<file path="src/rtl/mrd_pkg.sv">
// Package: shared constants, types and the ratio table function for the
// master clock ratio detector. Assumes speed code 3 is reserved.
package mrd_pkg;

    localparam int MRD_CNT_W      = 11;
    localparam int MRD_NUM_RATIOS = 5;
    localparam int MRD_CODE_W     = 3;
    localparam int MRD_DIV_W      = 4;

    typedef enum logic [1:0] {
        SPD_SINGLE = 2'd0,
        SPD_DOUBLE = 2'd1,
        SPD_QUAD   = 2'd2,
        SPD_RSVD   = 2'd3
    } speed_e;

    typedef enum logic [1:0] {
        MS_ARM   = 2'd0,
        MS_COUNT = 2'd1,
        MS_DONE  = 2'd2
    } meas_state_e;

    // Nominal master/frame ratio for a speed mode and a position 0..4 in its list.
    function automatic int nominal_ratio(input logic [1:0] mode, input int idx);
        int twice_mult;
        case (idx)
            0:       twice_mult = 2;
            1:       twice_mult = 3;
            2:       twice_mult = 4;
            3:       twice_mult = 6;
            default: twice_mult = 8;
        endcase
        return (128 >> mode) * twice_mult;
    endfunction

endpackage

</file>
<file path="src/rtl/mrd_cfg_capture.sv">
// Configuration capture: takes the speed range and divide enable while reset
// is low and holds them once reset is released.
// Assumes the inputs are settled during reset.
module mrd_cfg_capture (
    input  logic       clk,
    input  logic       rst_n,
    input  logic [1:0] speed_in,
    input  logic       div_en_in,
    output logic [1:0] speed_q,
    output logic       div_en_q
);

    // Load while in reset, freeze otherwise.
    always_ff @(posedge clk) begin
        if (!rst_n) begin
            speed_q  <= speed_in;
            div_en_q <= div_en_in;
        end
    end

endmodule

</file>
<file path="src/rtl/mrd_measure.sv">
// Period measurement: arms after reset, starts counting at the first sampled
// rise of the frame clock and stops at the next rise or at counter saturation.
// Emits a one-cycle pulse for each outcome and then stays idle until reset.
// Assumes frame_clk is synchronous to clk.
module mrd_measure #(
    parameter int CNT_W = 11
) (
    input  logic             clk,
    input  logic             rst_n,
    input  logic             frame_clk,
    output logic             meas_done,
    output logic             meas_sat,
    output logic [CNT_W-1:0] count
);
    import mrd_pkg::*;

    localparam logic [CNT_W-1:0] CNT_MAX = {CNT_W{1'b1}};

    meas_state_e state;
    logic        fc_q;
    logic        rise;

    assign rise      = frame_clk & ~fc_q;
    assign meas_done = (state == MS_COUNT) && rise;
    assign meas_sat  = (state == MS_COUNT) && !rise && (count == CNT_MAX);

    // Previous frame clock level; reset high so a level held through reset is no edge.
    always_ff @(posedge clk) begin
        if (!rst_n) fc_q <= 1'b1;
        else        fc_q <= frame_clk;
    end

    // Measurement sequencing and saturating cycle counter.
    always_ff @(posedge clk) begin
        if (!rst_n) begin
            state <= MS_ARM;
            count <= '0;
        end else begin
            case (state)
                MS_ARM: begin
                    if (rise) begin
                        state <= MS_COUNT;
                        count <= CNT_W'(1);
                    end
                end
                MS_COUNT: begin
                    if (rise || count == CNT_MAX) state <= MS_DONE;
                    else                          count <= count + 1'b1;
                end
                default: state <= MS_DONE;
            endcase
        end
    end

endmodule

</file>
<file path="src/rtl/mrd_classify.sv">
// Ratio classifier: compares a cycle count with each allowed ratio of the
// configured speed range within a +/-TOL window and returns the lowest match.
// Assumes allowed ratios are further apart than 2*TOL+1.
module mrd_classify #(
    parameter int CNT_W = 11,
    parameter int TOL   = 1
) (
    input  logic [1:0]                        mode,
    input  logic                              div_en,
    input  logic [CNT_W-1:0]                  count,
    output logic                              hit,
    output logic [mrd_pkg::MRD_CODE_W-1:0]    code,
    output logic [mrd_pkg::MRD_DIV_W-1:0]     div_idx
);
    import mrd_pkg::*;

    localparam int SUM_W = CNT_W + 1;

    logic [SUM_W-1:0]          cnt_ext;
    logic [SUM_W-1:0]          nom [MRD_NUM_RATIOS];
    logic [MRD_NUM_RATIOS-1:0] match;
    logic [MRD_DIV_W-1:0]      offset;

    assign cnt_ext = {1'b0, count};

    for (genvar g = 0; g < MRD_NUM_RATIOS; g++) begin : g_cand
        logic allowed;
        assign nom[g]   = SUM_W'(nominal_ratio(mode, g));
        assign allowed  = (mode != SPD_RSVD) && ((g < MRD_NUM_RATIOS - 1) || div_en);
        assign match[g] = allowed
                        && (cnt_ext >= nom[g] - SUM_W'(TOL))
                        && (cnt_ext <= nom[g] + SUM_W'(TOL));
    end

    // Priority pick of the lowest matching position.
    always_comb begin
        hit  = 1'b0;
        code = '0;
        for (int k = MRD_NUM_RATIOS - 1; k >= 0; k--) begin
            if (match[k]) begin
                hit  = 1'b1;
                code = MRD_CODE_W'(k);
            end
        end
    end

    // Offset of the mode's first ratio within the combined list.
    always_comb begin
        case (mode)
            SPD_SINGLE: offset = MRD_DIV_W'(4);
            SPD_DOUBLE: offset = MRD_DIV_W'(2);
            default:    offset = '0;
        endcase
    end

    assign div_idx = MRD_DIV_W'(code) + offset;

endmodule

</file>
<file path="src/rtl/mclk_ratio_detect.sv">
// Top: master clock ratio detector. Measures one frame clock period in
// master clock cycles after reset and registers a locked result or an error.
// Assumes frame_clk is synchronous to clk_mst and configuration is set in reset.
module mclk_ratio_detect #(
    parameter int CNT_W = mrd_pkg::MRD_CNT_W,
    parameter int TOL   = 1
) (
    input  logic                           clk_mst,
    input  logic                           rst_n,
    input  logic                           frame_clk,
    input  logic [1:0]                     speed_sel,
    input  logic                           div_en,
    output logic [mrd_pkg::MRD_CODE_W-1:0] ratio_code,
    output logic [mrd_pkg::MRD_DIV_W-1:0]  div_sel,
    output logic                           locked,
    output logic                           err
);
    import mrd_pkg::*;

    logic [1:0]            cfg_mode;
    logic                  cfg_div_en;
    logic                  meas_done;
    logic                  meas_sat;
    logic [CNT_W-1:0]      count;
    logic                  cls_hit;
    logic [MRD_CODE_W-1:0] cls_code;
    logic [MRD_DIV_W-1:0]  cls_div;

    mrd_cfg_capture u_cfg (
        .clk       (clk_mst),
        .rst_n     (rst_n),
        .speed_in  (speed_sel),
        .div_en_in (div_en),
        .speed_q   (cfg_mode),
        .div_en_q  (cfg_div_en)
    );

    mrd_measure #(.CNT_W(CNT_W)) u_meas (
        .clk       (clk_mst),
        .rst_n     (rst_n),
        .frame_clk (frame_clk),
        .meas_done (meas_done),
        .meas_sat  (meas_sat),
        .count     (count)
    );

    mrd_classify #(.CNT_W(CNT_W), .TOL(TOL)) u_cls (
        .mode    (cfg_mode),
        .div_en  (cfg_div_en),
        .count   (count),
        .hit     (cls_hit),
        .code    (cls_code),
        .div_idx (cls_div)
    );

    // Result registers: written once per reset by the measurement outcome.
    always_ff @(posedge clk_mst) begin
        if (!rst_n) begin
            locked     <= 1'b0;
            err        <= 1'b0;
            ratio_code <= '0;
            div_sel    <= '0;
        end else if (meas_done) begin
            if (cls_hit) begin
                locked     <= 1'b1;
                ratio_code <= cls_code;
                div_sel    <= cls_div;
            end else begin
                err <= 1'b1;
            end
        end else if (meas_sat) begin
            err <= 1'b1;
        end
    end

endmodule

</file>
<file path="config.mk">
export PLATFORM = sky130hd
export DESIGN_NAME = mclk_ratio_detect
export DESIGN_NICKNAME = d
export VERILOG_FILES = /design/src/rtl/mrd_pkg.sv /design/src/rtl/mrd_cfg_capture.sv /design/src/rtl/mrd_measure.sv /design/src/rtl/mrd_classify.sv /design/src/rtl/mclk_ratio_detect.sv
export SDC_FILE = /design/constraint.sdc
export NUM_CORES = 1
export LEC_CHECK = 0
export ABC_AREA = 1
export BUFFER_PORTS_ARGS = -buffer_cell sky130_fd_sc_hd__buf_2
export CAP_MARGIN = 25
export CORE_MARGIN = 1.5
export CORE_UTILIZATION = 67
export DETAILED_ROUTE_END_ITERATION = 8
export PLACE_DENSITY_LB_ADDON = 0.25
export SLEW_MARGIN = 20
export SYNTH_ARGS = -nofsm -noshare
export SYNTH_HDL_FRONTEND = slang
export SYNTH_SLANG_ARGS = --single-unit
export TNS_END_PERCENT = 1
</file>
<file path="constraint.sdc">
create_clock -name clk_mst -period 8.8 [get_ports clk_mst]
set_input_delay 1.76 -clock clk_mst [delete_from_list [all_inputs] [get_ports clk_mst]]
set_output_delay 1.76 -clock clk_mst [all_outputs]
set_load 0.03 [all_outputs]
</file>
Yosys cells after proc, flatten, opt, wreduce, memory -nomap -nowiden
Index checks and enable logic that the tools add are counted.

storage, ports and cells
  bits in registers = 26
  output and inout port bits = 9

cells by class
  bitwise logic cells = 2
  equal/unequal tests = 8
  $mul = 2
  $add $sub $neg = 12
  order comparisons = 10
  reductions and logical operators = 24
  muxes and demuxes = 20
  shift operators = 1

operators with widths
  cell                                                                   count
  12-bit by 1-bit adder with 12-bit output, second input constant        5
  11-bit by 12-bit greater-or-equal comparator with 1-bit output         5
  11-bit by 12-bit <= comparator with 1-bit output                       5
  12-bit by 1-bit subtractor with 12-bit output, second input constant   5
  32-bit by 3-bit multiplier with 11-bit output, second input constant   1
  32-bit by 3-bit multiplier with 12-bit output, second input constant   1
  8-bit by 2-bit right shift with 32-bit output, first input constant    1
  11-bit 2-to-1 mux                                                      2
  11-bit case mux with 2 select lines                                    1
  3-bit 2-to-1 mux                                                       5
  1-bit logical AND                                                      14
  11-bit by 1-bit adder with 11-bit output, second input constant        1
  11-bit equality test, second input constant                            1
  1-bit 2-to-1 mux                                                       8
  2-bit inequality test, second input constant                           4
  3-bit case mux with 2 select lines                                     1
  2-bit AND reduction                                                    3
  3-bit by 3-bit adder with 4-bit output                                 1
  2-bit by 1-bit equality test with 1-bit output, second input constant  2
  2-bit logical NOT                                                      2
  2-bit 2-to-1 mux                                                       2
  2-bit case mux with 2 select lines                                     1
  2-bit nonzero test                                                     2
  3-bit AND reduction                                                    1
  5 further kinds                                                        5

Logic depth before layout (Yosys ltp)
  depth in word-level cells = 12
  gate-level depth with buffers = 24
  mapped depth without buffers = 24

Hierarchy
Synthesis repeated with hierarchy kept, for this count alone.

unflattened totals
  cell total of the unflattened synthesis = 397
  area total of the unflattened synthesis = 2757.6 um^2

modules (own cells, without submodules)
  module             seq. area each (um^2)  area each (um^2)  instances  cells each
  mrd_classify       0.0                    1596.5            1          247
  mrd_measure        280.3                  718.2             1          107
  mclk_ratio_detect  180.2                  349.1             1          39
  mrd_cfg_capture    90.1                   93.8              1          4

Worst setup path after synthesis
OpenSTA, ideal clock, no wires.

  path kind = register to register
  start point = reg u_cfg.speed_q[0]
  end point = reg div_sel[2] in the netlist's numbering
  clock period less this slack = 3.435 ns
  path slack = 5.365 ns
  setup time = 0.062 ns
  stages on the path, launching flop included = 25
  data arrival time = 3.373 ns
  buffers on the path = 0
  path through = edfxtp_1 -> inv_1 -> ha_1 -> inv_1 -> ha_1 -> xnor2_1 -> xnor2_1 -> inv_1 -> ha_1 -> nand2_1 -> inv_1 -> nand2_1 -> nand2_1 -> nand2_1 -> nand2_1 -> a21oi_1 -> nand2_2 -> nand2_1 -> nor2_1 -> ha_1 -> fa_1 -> inv_1 -> nand3_1 -> nand2_1 -> nor2_2

between the ends
  longest elaborated chain between the ends = 11

RTL lines
  element                                                         RTL line                 source
  start: declaration                                              mrd_cfg_capture.sv:9     output logic [1:0] speed_q,
  start signal: assignment                                        mrd_cfg_capture.sv:16    speed_q <= speed_in;
  8-bit by 2-bit right shift with 32-bit output                   mrd_pkg.sv:33            return (128 >> mode) * twice_mult;
  32-bit by 3-bit multiplier with 11-bit output                   mrd_pkg.sv:33
  12-bit by 1-bit subtractor with 12-bit output                   mrd_classify.sv:31       && (cnt_ext >= nom[g] - SUM_W'(TOL))
  11-bit by 12-bit greater-or-equal comparator with 1-bit output  mrd_classify.sv:31
  1-bit logical AND                                               mrd_classify.sv:31
  1-bit logical AND                                               mrd_classify.sv:32       && (cnt_ext <= nom[g] + SUM_W'(TOL));
  3-bit 2-to-1 mux (3 in a row)                                   mrd_classify.sv:40       if (match[k]) begin
  3-bit 2-to-1 mux (*)                                            mrd_classify.sv:40
  named net cls_code[1]                                           mclk_ratio_detect.sv:26  logic [MRD_CODE_W-1:0] cls_code;
  3-bit by 3-bit adder with 4-bit output (*)                      mrd_classify.sv:56       assign div_idx = MRD_DIV_W'(code) + offset;
  named net cls_div[2]                                            mclk_ratio_detect.sv:27  logic [MRD_DIV_W-1:0] cls_div;
  end signal: assignment                                          mclk_ratio_detect.sv:67  div_sel <= cls_div;
  end: declaration                                                mclk_ratio_detect.sv:14  output logic [mrd_pkg::MRD_DIV_W-1:0] div_sel,

Mark *: on every way through the listed nets, which the timed path passes. The rest lies on a longest branch.
A chain may end at the register's enable or synchronous reset.

Worst setup path after layout
Same ends and word-level chain as after synthesis.

==> impl_metrics.json <==
{
  "antenna_found_initial": 0,
  "hold_viol": 0,
  "cpMostUsedCell": "nand2_1",
  "critical_path_class": "reg2reg",
  "timing.final.crit_share_pct": 43.58,
  "crit_path_end_kind": "flip-flop",
  "syn_avg_cell_area_um2": 7.017,
  "critPathMaxStageDelay_ps": 500,
  "finalClockSkew_ps": 3.647,
  "syn_to_final_growth_pct": 6.296,
  "layoutNonFillerInstCount": 453,
  "synth_edf_count": 3,
  "grt_max_degree": 17,
  "ys.flop_type": "dfxtp_1",
  "path_buf_inv": 4,
  "die-area_mm2": 0.004455,
  "cts.sinks": 25,
  "avgRoutedWirePerCell_um": 13.80,
  "via_count": 2447,
  "clk_pin_slew_worst_paths_ps": 90,
  "insertion_delay_ps": 280,
  "power_density_mw_per_mm2": 88.95,
  "fp.dieH_um": 66.75,
  "pin_count": 15,
  "required_ps": 9020,
  "cp-start-kind": "flip-flop",
  "fmax_ghz": 0.2608,
  "row_count": 22,
  "grt-ovfl-total": 0,
  "hpwl_mm": 5.103,
  "synth_compound_area_share_pct": 7.629,
  "fp.dieW_um": 66.75,
  "critPathTopFamily": "adder cells",
  "synth-seq-area-share_pct": 19.49,
  "coreArea_mm2": 0.003771,
  "first_iter_violations": 127,
  "utilization_pct": 76.74,
  "track_usage_pct": 30.29,
  "drv_slew": 0,
  "post-cts-setup-buffer-count": 0,
  "nets": 470,
  "dp.cells": 449,
  "status": "completed",
  "p_leak_nw": 1.604,
  "min-delay-path-class": "reg2reg",
  "yosys.area_share.simple_pct": 35.06,
  "layout-drive-gt1-share_pct": 14.57,
  "synthXorXnorAreaFrac_pct": 1.608,
  "cp_slowest_cell": "edfxtp_1",
  "crit_chain": "inv_1 > ha_1 > inv_1 > ha_1 > xnor2_1 > xnor2_1 > inv_1 > ha_1 > a21oi_1 > nand2_1 > nand2_1 > nand2_1 > a21oi_1 > nand2_2 > nand2_1 > nor2_1 > ha_1 > fa_1 > inv_1 > nand3_1 > nand2_1 > nor2_2",
  "synth_top_family_by_area": "simple AND/OR/NAND/NOR gates",
  "cts_resized": 0,
  "ir_worst_vdd_mv": 0.1167,
  "drc_errors": 0,
  "port_buffers": 14,
  "syn-instance-count": 388,
  "cts_root_buf": "clkbuf_8",
  "diodes": 0,
  "numCtsBuffers": 3,
  "rsz0062_at_grt": "no",
  "async_flop_share_pct": 0,
  "tightest_slew_ps": 728.5,
  "hold-worst-slack_ps": 491.9,
  "muxShareOfSynthArea_pct": 0,
  "dr.pass1.iters": 4,
  "tns_ps": 0,
  "place.gp.congestion": 0.9331,
  "ctsHoldBuffers": 0,
  "final-setup-viol-count": 0,
  "max-slew-margin-rel_pct": 51.36,
  "ys_types": 37,
  "synth.cell_area_mm2": 0.002723,
  "synth-adder-area-share_pct": 26.93,
  "grt_pass1_vias": 2241,
  "cts_tree": "yes",
  "start_util_pct": 72.20,
  "totalWireLength_mm": 6.250,
  "ant_nets": 0,
  "htreeDepth": 1,
  "r2r_setup_slack_ps": 4970,
  "clock_path_buffers": 2,
  "worstPathArrival_ps": 4060,
  "grt_pass1_wl_mm": 10.18,
  "cap_viol_max_count": 0,
  "period_needed_ps": 3835,
  "crit_fanout": 6,
  "synth-seq-cells": 25,
  "detail_route.vias_per_cell": 5.402,
  "ys_warn_count": 0
}
==> sequential cells by signal, summed over array words and instances, names as in the netlist <==
name	cells
u_cfg.div_en_q	1
err	1
div_sel	3
locked	1
u_meas.count	11
ratio_code	3
u_meas.fc_q	1
u_meas.state	2
u_cfg.speed_q	2
==> layout make-up <==
cell class	instances	area [um2]
Clock buffer	3	41.29
Clock inverter	1	8.758
Fill cell	282	877.1
Inverter	62	236.5
Multi-Input combinational cell	300	1947
Sequential cell	25	530.5
Tap cell	48	60.06
Timing Repair Buffer	14	70.07
==> report_power, final <==
| part | switching [mW] | leakage, nW | internal [mW] | total, mW |
|---|---|---|---|---|
| logic | 0.0422 | 1.37 | 0.0219 | 0.0641 |
| clock network | 0.0403 | 0.0261 | 0.0333 | 0.0735 |
| registers | 0.00203 | 0.207 | 0.118 | 0.120 |
| total | 0.0845 | 1.60 | 0.173 | 0.257 |
==> worst min-delay path, stage by stage (launching register included) <==
cell and delay (ps):
dfxtp_1 350, nor2_2 50, nor2_2 60
==> cells by family after synthesis <==
logic type | after synthesis
compound gates | 36
other cells | 1
fa+ha+maj | 58
flops | 25
simple gates | 199
buf+inv | 64
xor+xnor | 5
==> synthesized netlist by cell type, types with 2 or more instances <==
| master | n | area, um2 |
|---|---|---|
| nand3b_1 | 3 | 22.52 |
| o21ai_1 | 2 | 10.01 |
| nand4_1 | 4 | 25.02 |
| a21oi_1 | 23 | 115.1 |
| and3_1 | 2 | 12.51 |
| nand3_1 | 30 | 150.1 |
| nand2_2 | 4 | 25.02 |
| inv_2 | 5 | 18.77 |
| nor2_2 | 17 | 106.4 |
| ha_1 | 57 | 713.2 |
| xnor2_1 | 2 | 17.52 |
| xor2_1 | 3 | 26.28 |
| nor3_1 | 7 | 35.03 |
| o21ai_0 | 3 | 15.01 |
| edfxtp_1 | 3 | 90.09 |
| nand3_2 | 4 | 40.04 |
| dfxtp_1 | 22 | 440.4 |
| a21boi_0 | 2 | 15.01 |
| inv_1 | 55 | 206.5 |
| nand2_4 | 2 | 22.52 |
| nand2_1 | 89 | 334.1 |
| nor2_1 | 33 | 123.9 |
| a21oi_2 | 2 | 17.52 |
==> path summary, 6_finish.rpt <==
kind,to,start,cells past startpoint
worst max register to register,div_sel[2]$_SDFFE_PN0P_,u_cfg.speed_q[0]$_DFFE_PN_,22
worst max-delay path,div_sel[2]$_SDFFE_PN0P_,u_cfg.speed_q[0]$_DFFE_PN_,22
worst min-delay path,div_sel[3]$_SDFFE_PN0P_,div_sel[3]$_SDFFE_PN0P_,2
worst min register to register,div_sel[3]$_SDFFE_PN0P_,div_sel[3]$_SDFFE_PN0P_,2
==> metrics by stage <==
step                      setup WS (ps)  total power [mW]  area [um2]
after floorplan                    5365            0.1701        2726
after global placement             5194            0.1827        2844
after detailed placement           5009            0.1860        2844
after CTS                          4985            0.2577        2894
after global routing               4659            0.2722        2894
final                              4965            0.2574        2894
==> metal layers <==
| metal | routed length, um | track usage, % | vias to the layer above |
|---|---|---|---|
| met5 | 0 | 0 | - |
| met4 | 70 | 4.847 | 0 |
| met3 | 300 | 4.223 | 10 |
| met2 | 3080 | 54.75 | 43 |
| met1 | 2798 | 38.63 | 1111 |
| li1 | - | - | 1283 |
==> cell usage in the layout (no fill, tap or decap), types with 4 or more instances in the layout <==
master | synthesis | layout
nand3_1 | 30 | 30
inv_2 | 5 | 5
nor2_1 | 33 | 33
dfxtp_1 | 22 | 22
nand2_1 | 89 | 89
nor3_1 | 7 | 7
buf_2 | 1 | 14
nand4_1 | 4 | 4
nand2_2 | 4 | 4
nor2_2 | 17 | 17
nand3_2 | 4 | 4
ha_1 | 57 | 57
inv_1 | 55 | 55
a21oi_1 | 23 | 23
No activity file was read; power rests on OpenSTA's default activity.
